--- src/rtl/lfu_pkg.sv ---
package lfu_pkg;
  typedef enum logic [1:0] {
    SZ_BYTE   = 2'd0,
    SZ_HALF   = 2'd1,
    SZ_WORD   = 2'd2,
    SZ_DOUBLE = 2'd3
  } lfu_size_e;

  typedef enum logic [1:0] {
    FORM_DISP   = 2'd0,
    FORM_SCALED = 2'd1,
    FORM_INDEX  = 2'd2,
    FORM_INDEX2 = 2'd3
  } lfu_form_e;

  localparam int unsigned LFU_SIZES = 4;
endpackage

--- src/rtl/lfu_agen.sv ---
module lfu_agen
  import lfu_pkg::*;
#(
  parameter int XLEN = 64,
  parameter int IMMW = 16,
  parameter int RW   = 5
) (
  input  logic [1:0]      form,
  input  logic            update,
  input  logic [RW-1:0]   ra_sel,
  input  logic [XLEN-1:0] ra_value,
  input  logic [XLEN-1:0] rb_value,
  input  logic [IMMW-1:0] imm_field,
  output logic [XLEN-1:0] ea
);
  localparam int EXTW = XLEN - IMMW;

  logic [XLEN-1:0] base;
  logic [XLEN-1:0] offset;
  logic [IMMW-1:0] imm_scaled;

  // update forms always take the register; otherwise register 0 reads as zero
  assign base       = (update || (ra_sel != '0)) ? ra_value : '0;
  assign imm_scaled = {imm_field[IMMW-1:2], 2'b00};

  always_comb begin
    unique case (lfu_form_e'(form))
      FORM_DISP:   offset = {{EXTW{imm_field[IMMW-1]}}, imm_field};
      FORM_SCALED: offset = {{EXTW{imm_scaled[IMMW-1]}}, imm_scaled};
      default:     offset = rb_value;
    endcase
  end

  assign ea = base + offset;
endmodule

--- src/rtl/lfu_fmt.sv ---
module lfu_fmt
  import lfu_pkg::*;
#(
  parameter int XLEN = 64
) (
  input  logic [1:0]      size,
  input  logic            sgn,
  input  logic            brev,
  input  logic [XLEN-1:0] raw,
  output logic [XLEN-1:0] result
);
  localparam int NSZ = LFU_SIZES;

  logic [XLEN-1:0] cand [NSZ];

  for (genvar s = 0; s < NSZ; s++) begin : g_size
    localparam int W  = 8 << s;
    localparam int NB = W / 8;
    logic [W-1:0] slice;
    logic [W-1:0] rev;

    assign slice = raw[W-1:0];

    for (genvar b = 0; b < NB; b++) begin : g_byte
      assign rev[8*b +: 8] = slice[W-8-8*b +: 8];
    end

    always_comb begin
      cand[s] = '0;
      if (brev) begin
        cand[s][W-1:0] = rev;
      end else begin
        cand[s][W-1:0] = slice;
        if (sgn) begin
          for (int k = W; k < XLEN; k++) cand[s][k] = slice[W-1];
        end
      end
    end
  end

  assign result = cand[size];
endmodule

--- src/rtl/lfu_ctrl.sv ---
module lfu_ctrl #(
  parameter int XLEN = 64,
  parameter int RW   = 5
) (
  input  logic            clk,
  input  logic            rst_n,
  input  logic            accept,
  input  logic            invalid,
  input  logic [1:0]      size,
  input  logic            sgn,
  input  logic            brev,
  input  logic            update,
  input  logic [RW-1:0]   ra_sel,
  input  logic [RW-1:0]   rt_sel,
  input  logic [XLEN-1:0] ea,
  input  logic            rsp_valid,
  input  logic [XLEN-1:0] fmt_result,
  output logic            waiting,
  output logic [1:0]      size_q,
  output logic            sgn_q,
  output logic            brev_q,
  output logic            rt_we,
  output logic [RW-1:0]   rt_wr_idx,
  output logic [XLEN-1:0] rt_wr_data,
  output logic            ra_we,
  output logic [RW-1:0]   ra_wr_idx,
  output logic [XLEN-1:0] ra_wr_data,
  output logic            bad_form
);
  logic            upd_q;
  logic [RW-1:0]   ra_q;
  logic [RW-1:0]   rt_q;
  logic [XLEN-1:0] ea_q;
  logic            take;
  logic            finish;

  assign take   = accept && !invalid;
  assign finish = waiting && rsp_valid;

  always_ff @(posedge clk) begin
    if (!rst_n) begin
      waiting <= 1'b0;
      bad_form <= 1'b0;
      rt_we <= 1'b0;
      ra_we <= 1'b0;
    end else begin
      bad_form <= accept && invalid;
      rt_we    <= finish;
      ra_we    <= finish && upd_q;
      if (take) waiting <= 1'b1;
      else if (finish) waiting <= 1'b0;
    end
  end

  always_ff @(posedge clk) begin
    if (!rst_n) begin
      size_q <= '0;
      sgn_q <= 1'b0;
      brev_q <= 1'b0;
      upd_q <= 1'b0;
      ra_q <= '0;
      rt_q <= '0;
      ea_q <= '0;
      rt_wr_idx <= '0;
      rt_wr_data <= '0;
      ra_wr_idx <= '0;
      ra_wr_data <= '0;
    end else begin
      if (take) begin
        size_q <= size;
        sgn_q  <= sgn;
        brev_q <= brev;
        upd_q  <= update;
        ra_q   <= ra_sel;
        rt_q   <= rt_sel;
        ea_q   <= ea;
      end
      if (finish) begin
        rt_wr_idx  <= rt_q;
        rt_wr_data <= fmt_result;
        ra_wr_idx  <= ra_q;
        ra_wr_data <= ea_q;
      end
    end
  end
endmodule

--- src/rtl/lfu_load_unit.sv ---
module lfu_load_unit
  import lfu_pkg::*;
#(
  parameter int XLEN = 64,
  parameter int IMMW = 16,
  parameter int RW   = 5,
  parameter int BW   = LFU_SIZES
) (
  input  logic            clk,
  input  logic            rst_n,
  input  logic            ld_valid,
  output logic            ld_ready,
  input  logic [1:0]      ld_size,
  input  logic            ld_signed,
  input  logic            ld_brev,
  input  logic            ld_update,
  input  logic [1:0]      ld_form,
  input  logic [RW-1:0]   ra_sel,
  input  logic [XLEN-1:0] ra_value,
  input  logic [XLEN-1:0] rb_value,
  input  logic [IMMW-1:0] imm_field,
  input  logic [RW-1:0]   rt_sel,
  output logic            mem_req_valid,
  output logic [XLEN-1:0] mem_req_addr,
  output logic [BW-1:0]   mem_req_bytes,
  input  logic            mem_rsp_valid,
  input  logic [XLEN-1:0] mem_rsp_data,
  output logic            rt_we,
  output logic [RW-1:0]   rt_wr_idx,
  output logic [XLEN-1:0] rt_wr_data,
  output logic            ra_we,
  output logic [RW-1:0]   ra_wr_idx,
  output logic [XLEN-1:0] ra_wr_data,
  output logic            bad_form
);
  logic            waiting;
  logic            accept;
  logic            invalid;
  logic [XLEN-1:0] ea;
  logic [1:0]      size_q;
  logic            sgn_q;
  logic            brev_q;
  logic [XLEN-1:0] fmt_result;

  assign ld_ready = !waiting;
  assign accept   = ld_valid && ld_ready;
  assign invalid  = ld_update && ((ra_sel == '0) || (ra_sel == rt_sel));

  assign mem_req_valid = accept && !invalid;
  assign mem_req_addr  = ea;
  assign mem_req_bytes = BW'(1) << ld_size;

  lfu_agen #(.XLEN(XLEN), .IMMW(IMMW), .RW(RW)) agen_i (
    .form(ld_form), .update(ld_update), .ra_sel(ra_sel),
    .ra_value(ra_value), .rb_value(rb_value), .imm_field(imm_field), .ea(ea)
  );

  lfu_fmt #(.XLEN(XLEN)) fmt_i (
    .size(size_q), .sgn(sgn_q), .brev(brev_q), .raw(mem_rsp_data), .result(fmt_result)
  );

  lfu_ctrl #(.XLEN(XLEN), .RW(RW)) ctrl_i (
    .clk(clk), .rst_n(rst_n), .accept(accept), .invalid(invalid),
    .size(ld_size), .sgn(ld_signed), .brev(ld_brev), .update(ld_update),
    .ra_sel(ra_sel), .rt_sel(rt_sel), .ea(ea),
    .rsp_valid(mem_rsp_valid), .fmt_result(fmt_result),
    .waiting(waiting), .size_q(size_q), .sgn_q(sgn_q), .brev_q(brev_q),
    .rt_we(rt_we), .rt_wr_idx(rt_wr_idx), .rt_wr_data(rt_wr_data),
    .ra_we(ra_we), .ra_wr_idx(ra_wr_idx), .ra_wr_data(ra_wr_data),
    .bad_form(bad_form)
  );
endmodule

--- config.mk ---
export PLATFORM = sky130hd
export DESIGN_NAME = lfu_load_unit
export DESIGN_NICKNAME = d
export VERILOG_FILES = /design/src/rtl/lfu_pkg.sv /design/src/rtl/lfu_agen.sv /design/src/rtl/lfu_fmt.sv /design/src/rtl/lfu_ctrl.sv /design/src/rtl/lfu_load_unit.sv
export SDC_FILE = /design/constraint.sdc
export NUM_CORES = 1
export LEC_CHECK = 0
export BUFFER_PORTS_ARGS = -buffer_cell sky130_fd_sc_hd__buf_4
export CELL_PAD_IN_SITES_DETAIL_PLACEMENT = 1
export CELL_PAD_IN_SITES_GLOBAL_PLACEMENT = 1
export CORE_ASPECT_RATIO = 0.5
export CORE_MARGIN = 1.5
export CORE_UTILIZATION = 34
export CTS_CLUSTER_SIZE = 30
export DETAILED_ROUTE_END_ITERATION = 7
export PLACE_DENSITY = 0.78
export SETUP_SLACK_MARGIN = 0.1
export SLEW_MARGIN = 25
export SYNTH_ARGS = -nofsm -noshare
export SYNTH_HDL_FRONTEND = slang
export SYNTH_HIERARCHICAL = 1
export SYNTH_SLANG_ARGS = --single-unit
--- constraint.sdc ---
create_clock -name clk -period 3.6 [get_ports clk]
set_input_delay 0.18 -clock clk [delete_from_list [all_inputs] [get_ports clk]]
set_output_delay 0.18 -clock clk [all_outputs]
set_load 0.03 [all_outputs]
Yosys cells after proc, flatten, opt, wreduce, memory -nomap -nowiden
Cells that the tools add are included.
{ "word_totals": {"register_bits": 221, "inputBits": 229, "out_inout_bits": 211, "word_cells": 51} }
{ "classes": {"add_sub_neg": 1, "order_cmp": 1, "n_eq_ne": 2, "n_shift": 1, "mux": 16, "n_bitwise": 1, "reduce_logical": 14} }
{ "ops": {"columns": ["op", "count"], "rows": [
  ["64-bit two-way mux", 4],
  ["64-bit binary-select mux with 2-bit select", 1],
  ["64-bit case mux with 2 select lines", 1],
  ["56-bit two-way mux", 2],
  ["32-bit two-way mux", 3],
  ["48-bit two-way mux", 2],
  ["64-bit adder", 1],
  ["16-bit two-way mux", 1],
  ["1-bit logical AND", 6],
  ["5-bit equality test", 1],
  ["5-bit zero test", 1],
  ["5-bit nonzero test", 1],
  ["1-bit by 2-bit << shifter with 4-bit output, first input constant", 1],
  ["3-bit >= comparator, second input constant", 1],
  ["2-bit NOT with 3-bit output", 1],
  ["2-bit by 1-bit equality test with 1-bit output, second input constant", 1],
  ["1-bit zero test", 2],
  ["2-bit zero test", 1],
  ["1-bit logical OR", 2],
  ["1-bit two-way mux", 2],
  ["2-bit nonzero test", 1]
]} }

Longest topological paths before layout
Gate-level depths: netlist (run 1).
{ "depth": {"ltp_word": 6, "mapped_depth": 18, "mapped_depth_nobuf": 16} }

Cells and area by module
Netlist (run 1), hierarchy kept.
{ "by_module_without_submodules": {"columns": ["mod", "instances", "cells_per_inst", "area_per_inst_um2", "seq_area_each_um2"], "rows": [
  ["lfu_ctrl", 1, 883, 8222.9, 4424.2],
  ["lfu_agen", 1, 747, 4808.4, 0.0],
  ["lfu_fmt", 1, 237, 1647.8, 0.0],
  ["lfu_load_unit", 1, 19, 146.4, 0.0]
]} }

Worst setup path after synthesis (run 1)
No wires, ideal clock.
{ "synth_timing": {"kind": "in2reg", "from": "in ld_form[1]", "to": "reg ctrl_i.ea_q[54]", "setup_ps": 72, "arrival_ps": 4388, "required_time_ps": 3528, "setup_slack_ps": -860, "path_stages": 17, "path_buffers": 2, "path_cell_list": "clkbuf_1 clkbuf_1 nor2_1 a22o_1 ha_1 fa_1 a21o_1 a221oi_2 a221oi_4 a31oi_4 o41ai_4 a41oi_4 o21ai_4 o211a_1 a2111oi_2 nand2_1 mux2i_1"} }
{ "synth_between": {"elab_chain_len": 3, "word_cells_on_any_way": 4, "cone_classes": "add/sub (1); eq/ne (1); mux (1); reduce/logical (1)"} }
{ "synth_rtl": {"columns": ["element", "line_no", "rtl"], "rows": [
  ["from (decl)", "lfu_load_unit.sv:17", "input logic [1:0] ld_form,"],
  ["2-bit by 1-bit equality test with 1-bit output or 2-bit zero test (tied branches)", "lfu_agen.sv:27", "unique case (lfu_form_e'(form))"],
  ["64-bit case mux with 2 select lines (*)", "lfu_agen.sv:27", null],
  ["64-bit adder (*)", "lfu_agen.sv:34", "assign ea = base + offset;"],
  ["via mem_req_addr[54]", "lfu_load_unit.sv:24", "output logic [XLEN-1:0] mem_req_addr,"],
  ["to (signal assigned)", "lfu_ctrl.sv:63", "ea_q <= '0;"],
  ["to (signal assigned)", "lfu_ctrl.sv:76", "ea_q <= ea;"],
  ["to (decl)", "lfu_ctrl.sv:33", "logic [XLEN-1:0] ea_q;"]
]} }
The timed path passes the listed nets; every way through them passes the cells marked *.
A chain may end at the register's enable or synchronous reset.

Worst setup path in the final report (run 1)
{ "layout_timing": {"from": "in ld_update", "to": "out mem_req_addr[54]"} }
{ "layout_between": {"elab_chain_len": 3} }
{ "layout_rtl": {"columns": ["element", "line_no", "rtl"], "rows": [
  ["from (decl)", "lfu_load_unit.sv:16", "input logic ld_update,"],
  ["1-bit logical OR", "lfu_agen.sv:23", "assign base = (update || (ra_sel != '0)) ? ra_value : '0;"],
  ["64-bit two-way mux", "lfu_agen.sv:23", null],
  ["64-bit adder", "lfu_agen.sv:34", null],
  ["to (decl)", "lfu_load_unit.sv:24", null]
]} }
Every way passes these cells.

==> results of run 1 <==
[registers in the layout (all words and copies together), names as in the netlist]
| signal | cells |
|---|---|
| ctrl_i/ea_q | 64 |
| ctrl_i/rt_we | 1 |
| ctrl_i/rt_wr_idx | 5 |
| ctrl_i/ra_q | 5 |
| ctrl_i/bad_form | 1 |
| ctrl_i/brev_q | 1 |
| ctrl_i/rt_wr_data | 64 |
| ctrl_i/ra_we | 1 |
| ctrl_i/rt_q | 5 |
| ctrl_i/waiting | 1 |
| ctrl_i/upd_q | 1 |
| ctrl_i/sgn_q | 1 |
| ctrl_i/ra_wr_idx | 5 |
| ctrl_i/ra_wr_data | 64 |
| ctrl_i/size_q | 2 |
[power breakdown]
part	internal (mW)	switching, mW
clock	1.47	1.12
combinational	1.86	2.44
sequential	2.59	0.0719
total	5.92	3.63
[metal layers]
layer  vias to the layer above  track usage
met5                         -            0
li1                       7804            -
met2                       601        0.501
met3                       218       0.0316
met4                         0        0.104
met1                      8460        0.319
[layout make-up]
| class | instances | share of cell area |
|---|---|---|
| Multi-Input combinational cell | 1503 | 0.483 |
| Timing Repair Buffer | 727 | 0.256 |
| Sequential cell | 221 | 0.193 |
| Tap cell | 577 | 0.0315 |
| Clock buffer | 28 | 0.0272 |
| Clock inverter | 13 | 0.00753 |
| Inverter | 15 | 0.00245 |
| Antenna cell | 1 | 0.000109 |
[cells by family (layout without fill, tap and decap cells)]
group / Yosys count / in the layout
fa+ha+maj: 64 / 64
mux: 244 / 244
simple gates: 750 / 750
compound gates: 379 / 379
flops: 221 / 221
xor+xnor: 66 / 66
other cells: 0 / 1
buf+inv: 162 / 783
[critical path: stages]
cell and delay (ps):
buf_8 100, nor4_4 330, nand2_4 150, buf_12 190, and2_4 170, ha_4 260
and3_4 180, a221oi_4 80, a221oi_4 440, a31oi_4 170, o41ai_4 320, a41oi_4 220
o21ai_4 310, nor4_2 90, a2111oi_4 360, buf_4 230
[stage by stage]
| step | instances | instance area (um2) | total power [mW] |
|---|---|---|---|
| after detailed placement | 2978 | 20200 | 6.25 |
| after floorplan | 1886 | 15200 | 4.71 |
| final | 3085 | 22900 | 9.56 |
| after CTS | 3047 | 22100 | 9.14 |
| after global placement | 2978 | 20200 | 6.19 |
| after global routing | 3085 | 22900 | 9.90 |
[cells in the mapped netlist (8+ instances only)]
library cell | instances | share of area
clkbuf_1 | 74 | 0.019
mux2_2 | 36 | 0.027
o21bai_1 | 16 | 0.0081
o22ai_1 | 8 | 0.0034
ha_1 | 63 | 0.053
inv_1 | 15 | 0.0038
dfxtp_1 | 221 | 0.30
nor2_1 | 54 | 0.014
buf_2 | 53 | 0.018
a21oi_1 | 90 | 0.030
nor2b_1 | 8 | 0.0034
and2_1 | 66 | 0.028
o21ai_0 | 90 | 0.030
xnor2_1 | 42 | 0.025
mux2i_1 | 208 | 0.14
buf_4 | 10 | 0.0051
xor2_1 | 24 | 0.014
nand2_1 | 486 | 0.12
nand3_1 | 9 | 0.0030
o21a_1 | 10 | 0.0051
nor3_1 | 14 | 0.0047
nand4_1 | 84 | 0.035
o221ai_1 | 10 | 0.0059
o21ai_1 | 67 | 0.023
a21o_1 | 32 | 0.016
[worst min path at each step]
stage | end | depth (start not counted) | startpoint | slack, ps
after floorplan | ctrl_i/brev_q | 2 | ld_brev | 320
after global placement | ctrl_i/rt_wr_data[31] | 2 | ctrl_i/rt_wr_data[31] | 440
after detailed placement | ctrl_i/rt_wr_data[24] | 2 | ctrl_i/rt_wr_data[24] | 450
after CTS | ctrl_i/ra_q[2] | 4 | ra_sel[2] | 10
after global routing | ctrl_i/ra_q[2] | 4 | ra_sel[2] | 30
final | ctrl_i/ra_q[2] | 4 | ra_sel[2] | 40
[timing repair]
action	4_1_cts	5_1_grt
pin swaps	34	55
resized for setup	149	121
hold endpoints to repair	10	0
gates cloned	2	0
setup buffers	16	39
hold buffers	10	0
endpoints found under the setup margin	46	47
==> metrics.yaml, run 1 <==
floorplan:
  rows: 53
  start_util: 0.349
  dieArea_um2: 44900
  fp.dieW_um: 298
  core-area_um2: 42500
  ios: 440
  die_h_um: 151
critical_path:
  start_kind: "primary input"
  r2r-start: "ctrl_i/size_q[0]"
  critical_path.startpoint: "ld_update"
  r2r_slack_ps: 1260
  setup.worst_path.end: "mem_req_addr[54]"
  cp_data_arrival_time_ps: 3810
  r2r_end: "ctrl_i/rt_wr_data[57]"
  path_max_fanout: 26
  end_kind: "output pin"
  cp.required_ps: 3420
  reg2reg_depth: 5
  critPathKind: "in -> out"
synth:
  syn_avg_cell_area_um2: 7.86
  synth_top_family_by_area: "simple AND/OR/NAND/NOR gates"
  synth_compound_area_frac: 0.163
  ys_ff_latch: 221
  ys.flop_type: "dfxtp_1"
  ys_types: 78
  yosys_warnings: 6
  syn_area_um2: 14800
  async_flop_share: 0
  synth_xor_xnor_area_share: 0.0390
  yosys-mux-area-fraction: 0.168
  synthAdderAreaFrac: 0.0545
  syn_inst: 1886
  synth_edf_count: 0
  synth_fp_nets: 2179
  synthSimpleGateAreaFrac: 0.226
  ys_seq_area_frac: 0.298
power:
  p_leak_nw: 10.1
  p_per_area_nw_per_um2: 417
  ir_worst_vdd_v: 0.000286
sta:
  setup_ws_ps: -388
  worst_slew_pin_slew_ps: 967
  setup_tns_ps: -5920
  rsz0062_at_grt: "true"
  slew_viol_final: 0
  hold_viol_final: 0
  clock.fmax_mhz: 251
  clock-skew-final_ps: 19.7
  fin_crit_ps: 3990
  maxSlewHeadroom: 0.355
  fin_hold_ws_ps: 43.1
  post-route-period-util: 1.11
  setup_viol: 31
final_layout:
  post-route-util: 0.540
  final_common_cell: "buf_4"
  multi_input_area_um2: 11100
  regArea_um2: 4430
  nFillCells: 5010
  drive_above_1_share: 0.396
  nNetsFinal: 2784
  final_cell_mix: "buf_4, nand2_1, dfxtp_1"
  area_growth_pct: 54.7
routing:
  wirelength_met1_um: 27800
  vias: 17083
  routed_wl_um: 70500
  drc: 0
  drt_iter0_drc: 1135
  dr.pass1.iters: 6
  top_layer: "met4"
  wl_met3_um: 3220
  vias_per_cell: 5.54
  ant_nets: 0
  wl_per_cell_um: 22.9
  wl_met2_um: 35700
status:
  status: "complete, but fails checks"
  violations: "setup timing"
min_path:
  hp-class: "in -> reg"
clock_tree:
  cts_max_level: 1
  cts.sinks: 221
  cts_tree: "yes"
  clk_path_buf_depth: 3
  clock_latency_ps: 550
  cts-root-buf: "clkbuf_16"
  numCtsBuffers: 23
  path_clk_slew_ps: 70
global_routing:
  track_usage: 0.269
  grt_first_pass_wirelength_um: 96600
  grt_antenna_before_repair: 1
  grt_overflow: 0
  grt_pass1_vias: 16972
  grt_max_degree: 125
placed_design:
  dp_slack_ps: -560
  portBuffers: 439
  dp_hpwl_um: 47400
  globalplace.congestion: 0.906
job:
  maxCapViolations: 0
No activity file was read; power rests on OpenSTA's default activity.
==> run 2, diff against run 1 <==
Settings changed: CORE_MARGIN 1.5 to default, RECOVER_POWER from default to 50.
==> run 2 against run 1 <==
Net effect: maximum frequency decreased by 6.8%; power grew 5.2%; critical path type unchanged; largest power group unchanged; the run ends with capacitance limit, slew limit, setup timing left; design area hardly changed; highest routed layer unchanged; via count rose by 4.9%.
==> metrics.yaml, run 2 (synthesized netlist as in run 1, its figures left out) <==
final_layout:
  fin_cells: 3125
  antenna_cells: 0
  drive_above_1_share: 0.349
  reg.largest.list: "ctrl_i/ea_q x64, ctrl_i/ra_wr_data x64, ctrl_i/rt_wr_data x64"
  final_cell_mix: "buf_4, nand2_1, dfxtp_1"
  area_growth_pct: 54.8
  final_cell_area_um2: 22900
  final_common_cell: "buf_4"
  post-route-util: 0.540
  nNetsFinal: 2824
critical_path:
  critPathKind: "in -> out"
  end_kind: "output pin"
  r2r_slack_ps: -20
  crit_buf_inv: 4
  crit_chain: "buf_8 > nor4_4 > nand2_4 > buf_16 > and2_4 > ha_1 > a21o_1 > a221oi_4 > a221oi_4 > a31oi_4 > o41ai_4 > a41oi_4 > o21ai_4 > buf_6 > nor4_4 > a2111oi_4 > buf_4"
  cpPeakStageDelay_ps: 470
  crit_cells: 17
  cp_data_arrival_time_ps: 4100
  crit_family: "compound AO/OA/AOI/OAI gates"
  cp.required_ps: 3420
  start_kind: "primary input"
  path_max_fanout: 5
  reg2reg_depth: 3
  worst_path_max_delay_cell: "o41ai_4"
power:
  ir_worst_vdd_v: 0.000337
  clockPowerShare: 0.271
  power_mw: 10.1
  switching_share: 0.388
  switchingPower_mw: 3.90
  internal-power_mw: 6.15
  p_leak_nw: 9.72
  power_frac_seq: 0.267
  p_per_area_nw_per_um2: 438
  pwr-share-comb: 0.462
sta:
  slew_viol_final: 48
  hold_viol_final: 0
  fin_crit_ps: 4280
  maxSlewHeadroom: -0.168
  clock.fmax_mhz: 234
  worst_slew_pin_slew_ps: 1750
  setup_tns_ps: -12300
  fin_hold_ws_ps: 3.26
  setup_viol: 45
  rsz0062_at_grt: "true"
  setup_ws_ps: -681
  clock-skew-final_ps: 24.7
  post-route-period-util: 1.19
global_routing:
  grt_max_degree: 112
  grt_antenna_before_repair: 1
  grt_overflow: 0
  track_usage: 0.292
  grt_first_pass_wirelength_um: 103000
  grt_pass1_vias: 17685
routing:
  vias: 17923
  dr.pass1.iters: 5
  wl_per_cell_um: 25.3
  ant_nets: 0
  drc: 0
  routed_wl_um: 78900
  vias_per_cell: 5.74
  drt_iter0_drc: 1331
placed_design:
  dp_slack_ps: -610
  portBuffers: 439
  place_area_um2: 20400
  dp.cells: 2996
  globalplace.congestion: 0.931
  dp_hpwl_um: 47200
floorplan:
  ios: 440
  start_util: 0.349
  rows: 53
  fp.dieW_um: 297
  die_h_um: 150
  core-area_um2: 42500
  dieArea_um2: 44500
clock_tree:
  cts_max_level: 1
  clock_latency_ps: 580
  path_clk_slew_ps: 70
  cts_tree: "yes"
  cts.sinks: 221
  numCtsBuffers: 23
  cts-root-buf: "clkbuf_16"
  clk_path_buf_depth: 3
min_path:
  hp-class: "in -> reg"
  hold_depth: 4
status:
  violations: "capacitance limit, slew limit, setup timing"
  status: "complete, but fails checks"
job:
  maxCapViolations: 2
## run 2: cell types whose count changed in the layout (fill, tap and decap cells not counted), sizes merged
| cell | change |
|---|---|
| dlygate4sd3 | -1 |
| bufbuf | -1 |
| diode | -1 |
| clkinvlp | +1 |
| clkinv | -3 |
| clkbuf | +151 |
| buf | -106 |
## run 2: power groups by stage
stage | clock network, mW | logic, mW | registers [mW]
after floorplan | 0 | 1.97 | 2.74
after global placement | 0 | 3.52 | 2.72
after detailed placement | 0 | 3.58 | 2.72
after CTS | 2.74 | 4.05 | 2.67
after global routing | 2.87 | 4.79 | 2.69
final | 2.73 | 4.64 | 2.68
## run 2: final timing paths
kind | to | start
worst min-delay path | ctrl_i/upd_q | ld_update
worst max register to register | ctrl_i/ra_wr_data[22] | ctrl_i/waiting
worst min register to register | ctrl_i/rt_wr_data[14] | ctrl_i/rt_wr_data[14]
worst max-delay path | mem_req_addr[54] | ld_update
## run 2: worst reg2reg max path, delay by kind of cell, from the launching register on
family / cells / cell delay (ps)
buf+inv: 1 / 580
simple gates: 1 / 1440
flops: 1 / 1210
mux: 1 / 310
## run 2: cell type report
class / count / area, um2
Clock inverter: 11 / 163
Fill cell: 5020 / 19600
Tap cell: 577 / 722
Clock buffer: 31 / 666
Timing Repair Buffer: 767 / 5730
Inverter: 15 / 56.3
Multi-Input combinational cell: 1503 / 11200
Sequential cell: 221 / 4430
## run 2: per-layer routing
layer	wire [um]	track usage
met3	4650	0.0343
met1	29900	0.341
met2	38400	0.539
met4	5930	0.128
met5	0	0
## run 2: timing repair
action / CTS / global route
setup endpoints to repair: 44 / 53
hold endpoints to repair: 9 / 0
hold buffers: 9 / 0
setup buffers: 43 / 32
pin swaps: 91 / 62
resized for setup: 177 / 110
cloned: 1 / 3
==> run 3, diff against run 2 <==
Settings changed: CORE_UTILIZATION 34 to 35, CTS_CLUSTER_SIZE 30 to 24, PLACE_DENSITY 0.78 to 0.77, SLEW_MARGIN 25 to default.
Clock period 3.6 ns to 4.3 ns, I/O delays scaled along.
==> run 3 against run 2 <==
Net effect: the flow finishes with violations (capacitance limit, slew limit); sequential share of layout area increased by 3.4 points; non-clock buffer count is 227 lower; worst hold slack improved by 90 ps; routed wire length is 25% lower; critical endpoint is now mem_req_addr[62]; largest power group unchanged.
==> metrics.yaml, run 3 (synthesized netlist as in run 1, its figures left out) <==
status:
  status: "complete, but fails checks"
  violations: "capacitance limit, slew limit"
sta:
  rsz0062_at_grt: "true"
  fin_crit_ps: 4090
  fin_hold_ws_ps: 93.4
  setup_ws_ps: 209
  worst_slew_pin_slew_ps: 1720
  hold_viol_final: 0
  post-route-period-util: 0.951
  clock-skew-final_ps: 25.5
  slew_viol_final: 61
  setup_viol: 0
  clock.fmax_mhz: 244
  maxSlewHeadroom: -0.150
floorplan:
  start_util: 0.361
  core-area_um2: 41100
  ios: 440
  rows: 52
  die_h_um: 148
  fp.dieW_um: 293
  dieArea_um2: 43200
routing:
  drc: 0
  vias_per_cell: 5.33
  wl_per_cell_um: 20.4
  routed_wl_um: 58900
  drt_iter0_drc: 755
  vias: 15409
  dr.pass1.iters: 5
  ant_nets: 0
global_routing:
  grt_antenna_before_repair: 2
  grt_first_pass_wirelength_um: 89500
  grt_overflow: 0
  grt_max_degree: 105
  grt_pass1_vias: 15724
  track_usage: 0.259
placed_design:
  dp.cells: 2824
  portBuffers: 439
  globalplace.congestion: 0.918
  dp_slack_ps: -171
  dp_hpwl_um: 44300
clock_tree:
  cts_tree: "yes"
  numCtsBuffers: 24
  path_clk_slew_ps: 70
  clk_path_buf_depth: 3
  clock_latency_ps: 550
  cts.sinks: 221
  cts_max_level: 1
  cts-root-buf: "clkbuf_16"
final_layout:
  post-route-util: 0.476
  final_cell_mix: "nand2_1, buf_4, dfxtp_1"
  nFillCells: 5055
  drive_above_1_share: 0.217
  final_common_cell: "nand2_1"
  reg.largest.list: "ctrl_i/ea_q x64, ctrl_i/ra_wr_data x64, ctrl_i/rt_wr_data x64"
  area_growth_pct: 31.7
  nNetsFinal: 2598
  regArea_um2: 4430
  multi_input_area_um2: 9890
  fin_cells: 2892
critical_path:
  cp_data_arrival_time_ps: 3880
  critPathKind: "in -> out"
  end_kind: "output pin"
  start_kind: "primary input"
  r2r_slack_ps: 340
  path_max_fanout: 25
  cp.required_ps: 4090
job:
  maxCapViolations: 2
power:
  p_per_area_nw_per_um2: 366
  ir_worst_vdd_v: 0.000268
  p_leak_nw: 8.13
min_path:
  hp-class: "in -> reg"
==> run 3: report_power, final <==
part           leakage [nW]  switching, mW  internal (mW)  total [mW]
sequential             1.80         0.0648           2.17        2.23
clock                 0.397          0.957           1.24        2.20
combinational          5.94           1.66           1.05        2.71
total                  8.13           2.68           4.46        7.15
==> run 3: critical path: stages <==
cell and delay (ps):
buf_4 130, nor4_4 350, nand2_4 140, buf_12 180, and2_1 190, ha_4 290
a21o_1 200, a221oi_4 100, a221oi_4 430, a31oi_4 160, o41ai_4 350, a41oi_4 200
o21ai_4 260, a41oi_1 200, xnor2_2 250, buf_4 210
==> run 3: layer usage <==
| metal | routed length [um] | GRT usage | vias up |
|---|---|---|---|
| met5 | 0 | 0 | - |
| met4 | 2710 | 0.110 | 0 |
| met3 | 1880 | 0.0259 | 114 |
| met2 | 29200 | 0.466 | 320 |
| met1 | 25100 | 0.313 | 7513 |
| li1 | - | - | 7462 |
==> run 3: through the flow <==
stage	cell area [um2]	total power, mW	TNS, ps
global route	19500	7.45	0
global placement	18900	4.87	-678
finish	19500	7.15	0
floorplan	14900	3.87	0
detailed placement	18900	4.92	-829
CTS	19900	7.15	0
==> run 3: area by class of cell <==
class,count,area share
Antenna cell,2,0.000256
Sequential cell,221,0.227
Clock inverter,13,0.00724
Clock buffer,31,0.0347
Multi-Input combinational cell,1503,0.507
Inverter,15,0.00288
Tap cell,567,0.0363
Timing Repair Buffer,540,0.185
==> run 3: what timing repair did <==
action | in CTS | in global routing
setup endpoints to repair | 20 | 17
hold buffers | 13 | 0
buffers inserted | 0 | 9
hold endpoints to repair | 13 | 0
resized for setup | 8 | 34
pin swaps | 1 | 23
==> run 3: path summary, 6_finish.rpt <==
check | endpoint | cells after the start | start
max | mem_req_addr[62] | 16 | ld_update
min | ctrl_i/rt_wr_data[7] | 4 | mem_rsp_data[7]
max reg2reg | ctrl_i/ea_q[25] | 4 | ctrl_i/waiting
min reg2reg | ctrl_i/rt_wr_data[18] | 2 | ctrl_i/rt_wr_data[18]
